===== config.mk =====
export PLATFORM = sky130hd
export DESIGN_NAME = pcm_xcvr
export DESIGN_NICKNAME = d
export VERILOG_FILES = /design/src/rtl/pcm_pkg.sv /design/src/rtl/pcm_fifo.sv /design/src/rtl/pcm_ser.sv /design/src/rtl/pcm_des.sv /design/src/rtl/pcm_xcvr.sv
export SDC_FILE = /design/constraint.sdc
export NUM_CORES = 1
export LEC_CHECK = 0
export BUFFER_PORTS_ARGS = -buffer_cell sky130_fd_sc_hd__buf_2
export CORE_UTILIZATION = 56
export CTS_CLUSTER_DIAMETER = 200
export DETAILED_ROUTE_END_ITERATION = 6
export GPL_TIMING_DRIVEN = 0
export MAX_ROUTING_LAYER = met4
export PLACE_DENSITY_LB_ADDON = 0.1
export SYNTH_ARGS = -nofsm -noshare
export SYNTH_HDL_FRONTEND = slang
export SYNTH_SLANG_ARGS = --single-unit

===== constraint.sdc =====
create_clock -name clk -period 4.9 [get_ports clk]
set_input_delay 0.245 -clock clk [delete_from_list [all_inputs] [get_ports clk]]
set_output_delay 0.245 -clock clk [all_outputs]
set_load 0.005 [all_outputs]

===== src/rtl/pcm_pkg.sv =====
package pcm_pkg;
    localparam int SAMPLE_W   = 16;
    localparam int CHANNELS   = 2;
    localparam int FRAME_BITS = SAMPLE_W * CHANNELS;
    localparam int FIFO_DEPTH = 32;
    localparam int CNT_W      = $clog2(FIFO_DEPTH + 1);
    localparam int LOW_MARK   = 4;
    localparam int HIGH_MARK  = FIFO_DEPTH - 4;
    localparam int SLOT_W     = 9;
    localparam int POS_W      = $clog2(FRAME_BITS);
    localparam int NSRC       = 12;
    localparam logic [SLOT_W-1:0] FRAME_SLOTS = SLOT_W'(FRAME_BITS);

    typedef enum logic [1:0] {
        REG_CTRL  = 2'd0,
        REG_IRQEN = 2'd1,
        REG_CLEAR = 2'd2
    } reg_sel_e;

    typedef struct packed {
        logic [CNT_W-1:0] rx_thr;
        logic [CNT_W-1:0] tx_thr;
        logic             rx_dma;
        logic             tx_dma;
        logic             rx_late;
        logic             tx_late;
        logic             rx_fifo;
        logic             tx_fifo;
        logic             enable;
    } ctrl_t;

    typedef struct packed {
        logic afull;
        logic full;
        logic aempty;
        logic empty;
    } fifo_flags_t;

    typedef struct packed {
        logic             hit;
        logic [POS_W-1:0] pos;
    } win_t;

    function automatic ctrl_t decode_ctrl(logic [31:0] d);
        ctrl_t c;
        c.enable  = d[0];
        c.tx_fifo = d[1];
        c.rx_fifo = d[2];
        c.tx_late = d[3];
        c.rx_late = d[4];
        c.tx_dma  = d[5];
        c.rx_dma  = d[6];
        c.tx_thr  = d[8 +: CNT_W];
        c.rx_thr  = d[16 +: CNT_W];
        return c;
    endfunction

    // Maps a frame slot to a data bit position, given the MSB offset.
    function automatic win_t slot_window(logic [SLOT_W-1:0] slot, logic late);
        win_t w;
        logic [SLOT_W-1:0] start;
        logic [SLOT_W-1:0] rel;
        start = {{(SLOT_W-1){1'b0}}, late};
        rel   = slot - start;
        w.hit = (slot >= start) && (rel < FRAME_SLOTS);
        w.pos = rel[POS_W-1:0];
        return w;
    endfunction
endpackage


===== src/rtl/pcm_fifo.sv =====
module pcm_fifo
    import pcm_pkg::*;
#(
    parameter int DW    = SAMPLE_W,
    parameter int DEPTH = FIFO_DEPTH,
    parameter int CW    = $clog2(DEPTH + 1),
    parameter int LOW   = LOW_MARK,
    parameter int HIGH  = HIGH_MARK
) (
    input  logic          clk,
    input  logic          rst,
    input  logic          push,
    input  logic [DW-1:0] push_data,
    input  logic          pop,
    output logic [DW-1:0] head,
    output logic [CW-1:0] count,
    output fifo_flags_t   flags
);
    localparam int AW = $clog2(DEPTH);
    localparam logic [CW-1:0] FULL_C = CW'(DEPTH);
    localparam logic [CW-1:0] LOW_C  = CW'(LOW);
    localparam logic [CW-1:0] HIGH_C = CW'(HIGH);

    logic [DW-1:0] mem [DEPTH];
    logic [AW-1:0] wp, rp;
    logic do_push, do_pop;

    assign do_push = push && (count != FULL_C);
    assign do_pop  = pop && (count != '0);
    assign head    = mem[rp];

    always_ff @(posedge clk) begin
        if (do_push) mem[wp] <= push_data;
    end

    always_ff @(posedge clk) begin
        if (rst) begin
            wp    <= '0;
            rp    <= '0;
            count <= '0;
        end else begin
            if (do_push) wp <= wp + 1'b1;
            if (do_pop)  rp <= rp + 1'b1;
            case ({do_push, do_pop})
                2'b10:   count <= count + 1'b1;
                2'b01:   count <= count - 1'b1;
                default: ;
            endcase
        end
    end

    always_comb begin
        flags.empty  = (count == '0);
        flags.aempty = (count <= LOW_C);
        flags.full   = (count == FULL_C);
        flags.afull  = (count >= HIGH_C);
    end

    p_count_bound_r2: assert property (@(posedge clk) disable iff (rst)
        count <= FULL_C);
    p_full_hold_r3: assert property (@(posedge clk) disable iff (rst)
        (flags.full && push && !pop) |=> (count == FULL_C));
    p_empty_pop_r4: assert property (@(posedge clk) disable iff (rst)
        (flags.empty && pop && !push) |=> flags.empty);
endmodule


===== src/rtl/pcm_ser.sv =====
module pcm_ser
    import pcm_pkg::*;
(
    input  logic                clk,
    input  logic                rst,
    input  logic                stb,
    input  logic                fsync,
    input  logic                framed,
    input  logic [SLOT_W-1:0]   slot_q,
    input  logic                late,
    input  logic                run,
    input  logic [SAMPLE_W-1:0] head,
    input  logic                fifo_empty,
    output logic                pop,
    output logic                starve,
    output logic                ser_out
);
    logic [SLOT_W-1:0]   nslot;
    logic [SAMPLE_W-1:0] sh;
    win_t                w;
    logic                active, load;

    assign nslot  = fsync ? '0 : ((slot_q == '1) ? slot_q : slot_q + 1'b1);
    assign w      = slot_window(nslot, late);
    assign active = stb && run && (framed || fsync) && w.hit;
    assign load   = active && ((w.pos == '0) || (w.pos == POS_W'(SAMPLE_W)));
    assign pop    = load && !fifo_empty;
    assign starve = load && fifo_empty;

    always_ff @(posedge clk) begin
        if (rst) begin
            sh      <= '0;
            ser_out <= 1'b0;
        end else if (stb) begin
            if (!active) begin
                ser_out <= 1'b0;
            end else if (load) begin
                ser_out <= fifo_empty ? 1'b0 : head[SAMPLE_W-1];
                sh      <= fifo_empty ? '0 : {head[SAMPLE_W-2:0], 1'b0};
            end else begin
                ser_out <= sh[SAMPLE_W-1];
                sh      <= {sh[SAMPLE_W-2:0], 1'b0};
            end
        end
    end

    p_idle_low_r11: assert property (@(posedge clk) disable iff (rst)
        (stb && !run) |=> !ser_out);
endmodule


===== src/rtl/pcm_des.sv =====
module pcm_des
    import pcm_pkg::*;
(
    input  logic                clk,
    input  logic                rst,
    input  logic                stb,
    input  logic                framed,
    input  logic [SLOT_W-1:0]   slot_q,
    input  logic                late,
    input  logic                run,
    input  logic                ser_in,
    output logic                push,
    output logic [SAMPLE_W-1:0] push_data
);
    logic [SAMPLE_W-1:0] sh;
    win_t                w;
    logic                active;

    assign w         = slot_window(slot_q, late);
    assign active    = stb && run && framed && w.hit;
    assign push      = active && ((w.pos == POS_W'(SAMPLE_W - 1)) ||
                                  (w.pos == POS_W'(FRAME_BITS - 1)));
    assign push_data = {sh[SAMPLE_W-2:0], ser_in};

    always_ff @(posedge clk) begin
        if (rst)         sh <= '0;
        else if (active) sh <= {sh[SAMPLE_W-2:0], ser_in};
    end
endmodule


===== src/rtl/pcm_xcvr.sv =====
module pcm_xcvr
    import pcm_pkg::*;
(
    input  logic                clk,
    input  logic                rst,
    input  logic                bit_stb,
    input  logic                fsync,
    input  logic                cfg_we,
    input  logic [1:0]          cfg_addr,
    input  logic [31:0]         cfg_wdata,
    input  logic                tx_wr,
    input  logic [SAMPLE_W:0]   tx_wdata,
    input  logic                rx_rd,
    output logic [SAMPLE_W:0]   rx_rdata,
    input  logic                ser_in,
    output logic                ser_out,
    output logic [CNT_W-1:0]    tx_count,
    output logic [3:0]          tx_flags,
    output logic [CNT_W-1:0]    rx_count,
    output logic [3:0]          rx_flags,
    output logic                tx_dreq,
    output logic                rx_dreq,
    output logic [NSRC:0]       irq_status,
    output logic                irq
);
    ctrl_t             ctrl;
    logic [NSRC-1:0]   src_en, stat, src, clr;
    logic              master, pend;
    logic [SLOT_W-1:0] slot_q;
    logic              framed;

    fifo_flags_t         txf, rxf;
    logic [SAMPLE_W-1:0] tx_head, rx_head, rx_word;
    logic tx_req, tx_drop, tx_pop, ser_starve;
    logic rx_push, rx_drop, rx_starve;

    always_ff @(posedge clk) begin
        if (rst) begin
            ctrl   <= '0;
            src_en <= '0;
            master <= 1'b0;
        end else if (cfg_we) begin
            case (reg_sel_e'(cfg_addr))
                REG_CTRL:  ctrl <= decode_ctrl(cfg_wdata);
                REG_IRQEN: begin
                    src_en <= cfg_wdata[NSRC-1:0];
                    master <= cfg_wdata[NSRC];
                end
                default: ;
            endcase
        end
    end

    // Shared frame slot counter; saturates when no sync arrives.
    always_ff @(posedge clk) begin
        if (rst) begin
            slot_q <= '0;
            framed <= 1'b0;
        end else if (bit_stb) begin
            if (fsync) begin
                slot_q <= '0;
                framed <= 1'b1;
            end else if (slot_q != '1) begin
                slot_q <= slot_q + 1'b1;
            end
        end
    end

    assign tx_req  = tx_wr && tx_wdata[SAMPLE_W] && ctrl.tx_fifo;
    assign tx_drop = tx_req && txf.full;

    pcm_fifo u_txq (
        .clk(clk), .rst(rst), .push(tx_req), .push_data(tx_wdata[SAMPLE_W-1:0]),
        .pop(tx_pop), .head(tx_head), .count(tx_count), .flags(txf)
    );

    pcm_ser u_ser (
        .clk(clk), .rst(rst), .stb(bit_stb), .fsync(fsync), .framed(framed),
        .slot_q(slot_q), .late(ctrl.tx_late), .run(ctrl.enable && ctrl.tx_fifo),
        .head(tx_head), .fifo_empty(txf.empty), .pop(tx_pop),
        .starve(ser_starve), .ser_out(ser_out)
    );

    pcm_des u_des (
        .clk(clk), .rst(rst), .stb(bit_stb), .framed(framed), .slot_q(slot_q),
        .late(ctrl.rx_late), .run(ctrl.enable && ctrl.rx_fifo), .ser_in(ser_in),
        .push(rx_push), .push_data(rx_word)
    );

    assign rx_drop   = rx_push && rxf.full;
    assign rx_starve = rx_rd && rxf.empty;

    pcm_fifo u_rxq (
        .clk(clk), .rst(rst), .push(rx_push), .push_data(rx_word),
        .pop(rx_rd), .head(rx_head), .count(rx_count), .flags(rxf)
    );

    assign rx_rdata = {!rxf.empty, rx_head};
    assign tx_flags = txf;
    assign rx_flags = rxf;

    assign tx_dreq = ctrl.enable && ctrl.tx_fifo && ctrl.tx_dma && (tx_count <= ctrl.tx_thr);
    assign rx_dreq = ctrl.enable && ctrl.rx_fifo && ctrl.rx_dma && (rx_count >= ctrl.rx_thr);

    assign src = {rx_drop, rx_starve, rxf.afull, rxf.full, rxf.aempty, rxf.empty,
                  tx_drop, ser_starve, txf.afull, txf.full, txf.aempty, txf.empty};
    assign clr = (cfg_we && reg_sel_e'(cfg_addr) == REG_CLEAR) ? cfg_wdata[NSRC-1:0] : '0;

    always_ff @(posedge clk) begin
        if (rst) stat <= '0;
        else     stat <= (stat & ~clr) | src;
    end

    assign pend       = |(stat & src_en);
    assign irq_status = {pend, stat};
    assign irq        = master && pend;

    p_tx_starve_r6: assert property (@(posedge clk) disable iff (rst)
        ser_starve |=> irq_status[4]);
    p_rx_overflow_r8: assert property (@(posedge clk) disable iff (rst)
        rx_drop |=> (irq_status[11] && rx_count == CNT_W'(FIFO_DEPTH)));
endmodule


==> results.ini <==
[die]
rows=103
die_h_um=286
core_area_sq_mm=0.0794
dieArea_sq_mm=0.0818
die_w_um=286
initial_core_util_pct=56.9
ios=113

[layout]
final_cell_mix=edfxtp_1 (1,024), mux4_2 (320), dfxtp_1 (121)
area_growth_pct=15.1
postLayoutCoreUtil_pct=65.5
drive_gt1_share_pct=28.1
final_common_cell=edfxtp_1
n_antenna_cell=0
stdcell_count=3746
final_nets=2695

[pwr]
p_seq_share_pct=54.2
irDropWorstVdd_v=0.000353
p_per_area_mw_per_mm2=377
p_clk_share_pct=44.6
p_int_w=0.0158
switching_share_pct=19.3
netSwitchingPower_w=0.00378
power_leakage_nw=16.8
pwr-share-comb_pct=1.2

[placement]
gp_congestion=0.876
portBuffers=99
numPlacedInstances=3500
place_hpwl_mm=68.3

[global_route]
grt.total_usage_pct=26.3
grt_overflow=0
grt_max_degree=35
grt_pass1_wl_mm=151
antenna_found_initial=0
grt_pass1_vias=23300

[route]
drt_first_pass_iters=5
wl_mm=102
ant_nets=0
detail_route.wl_per_cell_um=27.1
viasPerCell=6.10
drt_iter0_markers=2319
drcViolationCount=0
vias=22900

[cts]
clock-root-buffer=clkbuf_16
cts.reportedPaths.clkPinSlew_ns=0.06
clk_latency_ns=0.68
cts_tree=done
clock-sinks=1151
clock_path_buffers=3
htreeDepth=3
cts_buffers=112

[sta]
setup_viol=0
max_slew_margin_pct=8.57
period_needed_ns=4.67
final-hold-violation-count=0
period_share_pct=95.3
drv_slew=0
tightest_slew_ns=1.37
grt_setup_unrepaired=no
fmax_mhz=214
tns_ns=0
worst_clock_skew_ns=0.0213

[yosys]
synth_top_family_by_area=multiplexers
yosys.cell_types.count=62
synthSimpleGateAreaFrac_pct=4.03
synth_area_leader_cell=edfxtp_1
syn-cell-area_sq_mm=0.0452
synth_xor_xnor_area_share_pct=0.504
synthesis.nets=2405
synth.area.top_cells=edfxtp_1 (68%), mux4_2 (16%), dfxtp_1 (5.6%)
ys_ff_latch=1151
ys_seq_area_share_pct=73.7
synth_edf_count=1024
synth_compound_gate_area_share_pct=2.11
postSynthCellCount=2310
synthAdderAreaFrac_pct=1.01
synth.area.mux_share_pct=17.2
synth_top_cell_area_share_pct=68.1
synth_ff_type=edfxtp_1
syn_area_per_cell_sq_um=19.6
synthArstFlopShare_pct=0
yosysWarnings=0

[worst_setup_path]
startpoint_type=flip-flop
critPathRequiredTime_ns=5.50
critPathMaxFanout=10
worstPathArrival_ns=5.27
cp_slowest_stage_delay_ns=0.36
endpoint_kind=flip-flop
slowest_stage=a221o_1
cp_cell_sequence=ha_2, and3_4, and4_2, and2_1, ha_4, xnor2_1, nand2b_1, ha_2, inv_2, a21oi_1, a221o_1, a222oi_1, nand4b_1, buf_6, inv_1, ha_1, buf_6, xor2_1, ha_1, a41o_2, o32a_2, o22a_1, o211ai_1
path_class=flip-flop to flip-flop

[status]
outcome=completed

[flow_run]
drv_cap=0

[min_path]
hold_path_class=input pin to flip-flop

## synth_stat cells, drive strengths merged, types with 2 or more instances
library cell and count:
o31ai 2, o21ai 20, nor2 178, nand4 9
xor2 15, and4 4, a31o 2, mux2 18
buf 39, dfxtp 127, nor3 10, o211ai 3
nor2b 5, nor3b 5, a211oi 16, nand3 14
nand2 107, xnor2 11, nor4 4, and3 7
a22o 3, nand3b 9, nand2b 6, o21a 2
or3 12, a31oi 5, edfxtp 1024, mux2i 36
clkbuf 91, a221oi 3, and2 8, mux4 320
and3b 4, a21o 3, or2 4, nand4b 4
ha 35, inv 35, a32oi 2, a21oi 89
or3b 4
## power by group through the flow
| stage | clock network (W) | logic, W | registers (W) |
|---|---|---|---|
| CTS | 0.00887 | 0.000227 | 0.0106 |
| global placement | 0 | 0.000199 | 0.0108 |
| global route | 0.00923 | 0.000250 | 0.0106 |
| detailed placement | 0 | 0.000210 | 0.0108 |
| floorplan | 0 | 0.0000753 | 0.0108 |
| finish | 0.00874 | 0.000229 | 0.0106 |
## cells by family after synthesis
group | count (synthesis)
flops | 1151
simple gates | 398
mux | 374
buf+inv | 165
compound gates | 160
fa+ha+maj | 36
xor+xnor | 26
## worst max-delay path: cells and delay by family (launching register included)
family                   cells  cell delay, ns
adder cells (fa/ha/maj)      5            0.96
buffers and inverters        4            0.48
AO/OA/AOI/OAI                7            1.70
AND/OR/NAND/NOR              5            0.92
flip-flops                   1            0.34
XOR/XNOR                     2            0.19
## flip-flops by register name, indices dropped and copies added (netlist names), 6 cells and up, named ones only
signal,cells
u_txq.count,6
u_rxq.mem,512
u_ser.sh,15
src_en,12
ctrl,19
u_rxq.count,6
u_txq.mem,512
u_des.sh,15
stat,12
slot_q,9
## path summary, 6_finish.rpt
kind	start	to	depth (start not counted)	slack, ns
worst max-delay path	slot_q[0]$_SDFFE_PP0P_	u_txq.count[4]$_SDFFE_PP0P_	23	0.23
worst min-delay path	cfg_addr[1]	ctrl[2]$_SDFFE_PP0P_	4	0.05
worst max register to register	slot_q[0]$_SDFFE_PP0P_	u_txq.count[4]$_SDFFE_PP0P_	23	0.23
worst min register to register	src_en[2]$_SDFFE_PP0P_	src_en[2]$_SDFFE_PP0P_	2	0.46
## layer usage
layer	GRT usage, %	vias to the layer above	part of all wire (%)	routed length [um]
met3	3.80	169	6.3	6410
met5	-	-	0	0
li1	-	9933	-	-
met1	35.3	11900	41	41300
met4	8.45	0	3.1	3160
met2	42.1	825	50	50700
## timing repair
item                                    in CTS  in global routing
setup buffers                                2                  5
resized for setup                            5                 12
hold endpoints to repair                    46                  0
hold buffers                                30                  0
pin swaps                                    2                  2
endpoints found under the setup margin       6                  5
## stage by stage
step                      hold slack, ns  area (sq um)  setup slack (ns)  total power [W]
after floorplan                    0.344         45200            0.0234           0.0109
after detailed placement           0.448         47800             -1.05           0.0110
after CTS                        0.00179         51900           0.00241           0.0197
after global placement             0.443         47000            -0.957           0.0110
after global routing              0.0727         52000           0.00360           0.0201
final                             0.0524         52000             0.232           0.0196
## final cells by class
class | instances | area (sq um)
clock buffer | 131 | 2900
timing repair buffer | 178 | 1530
clock inverter | 79 | 866
buffer | 128 | 524
fill | 5321 | 27400
inverter | 35 | 131
sequential | 1151 | 33300
tap | 1050 | 1310
multi-input combinational | 994 | 11400
No activity file was read; power rests on OpenSTA's default activity.
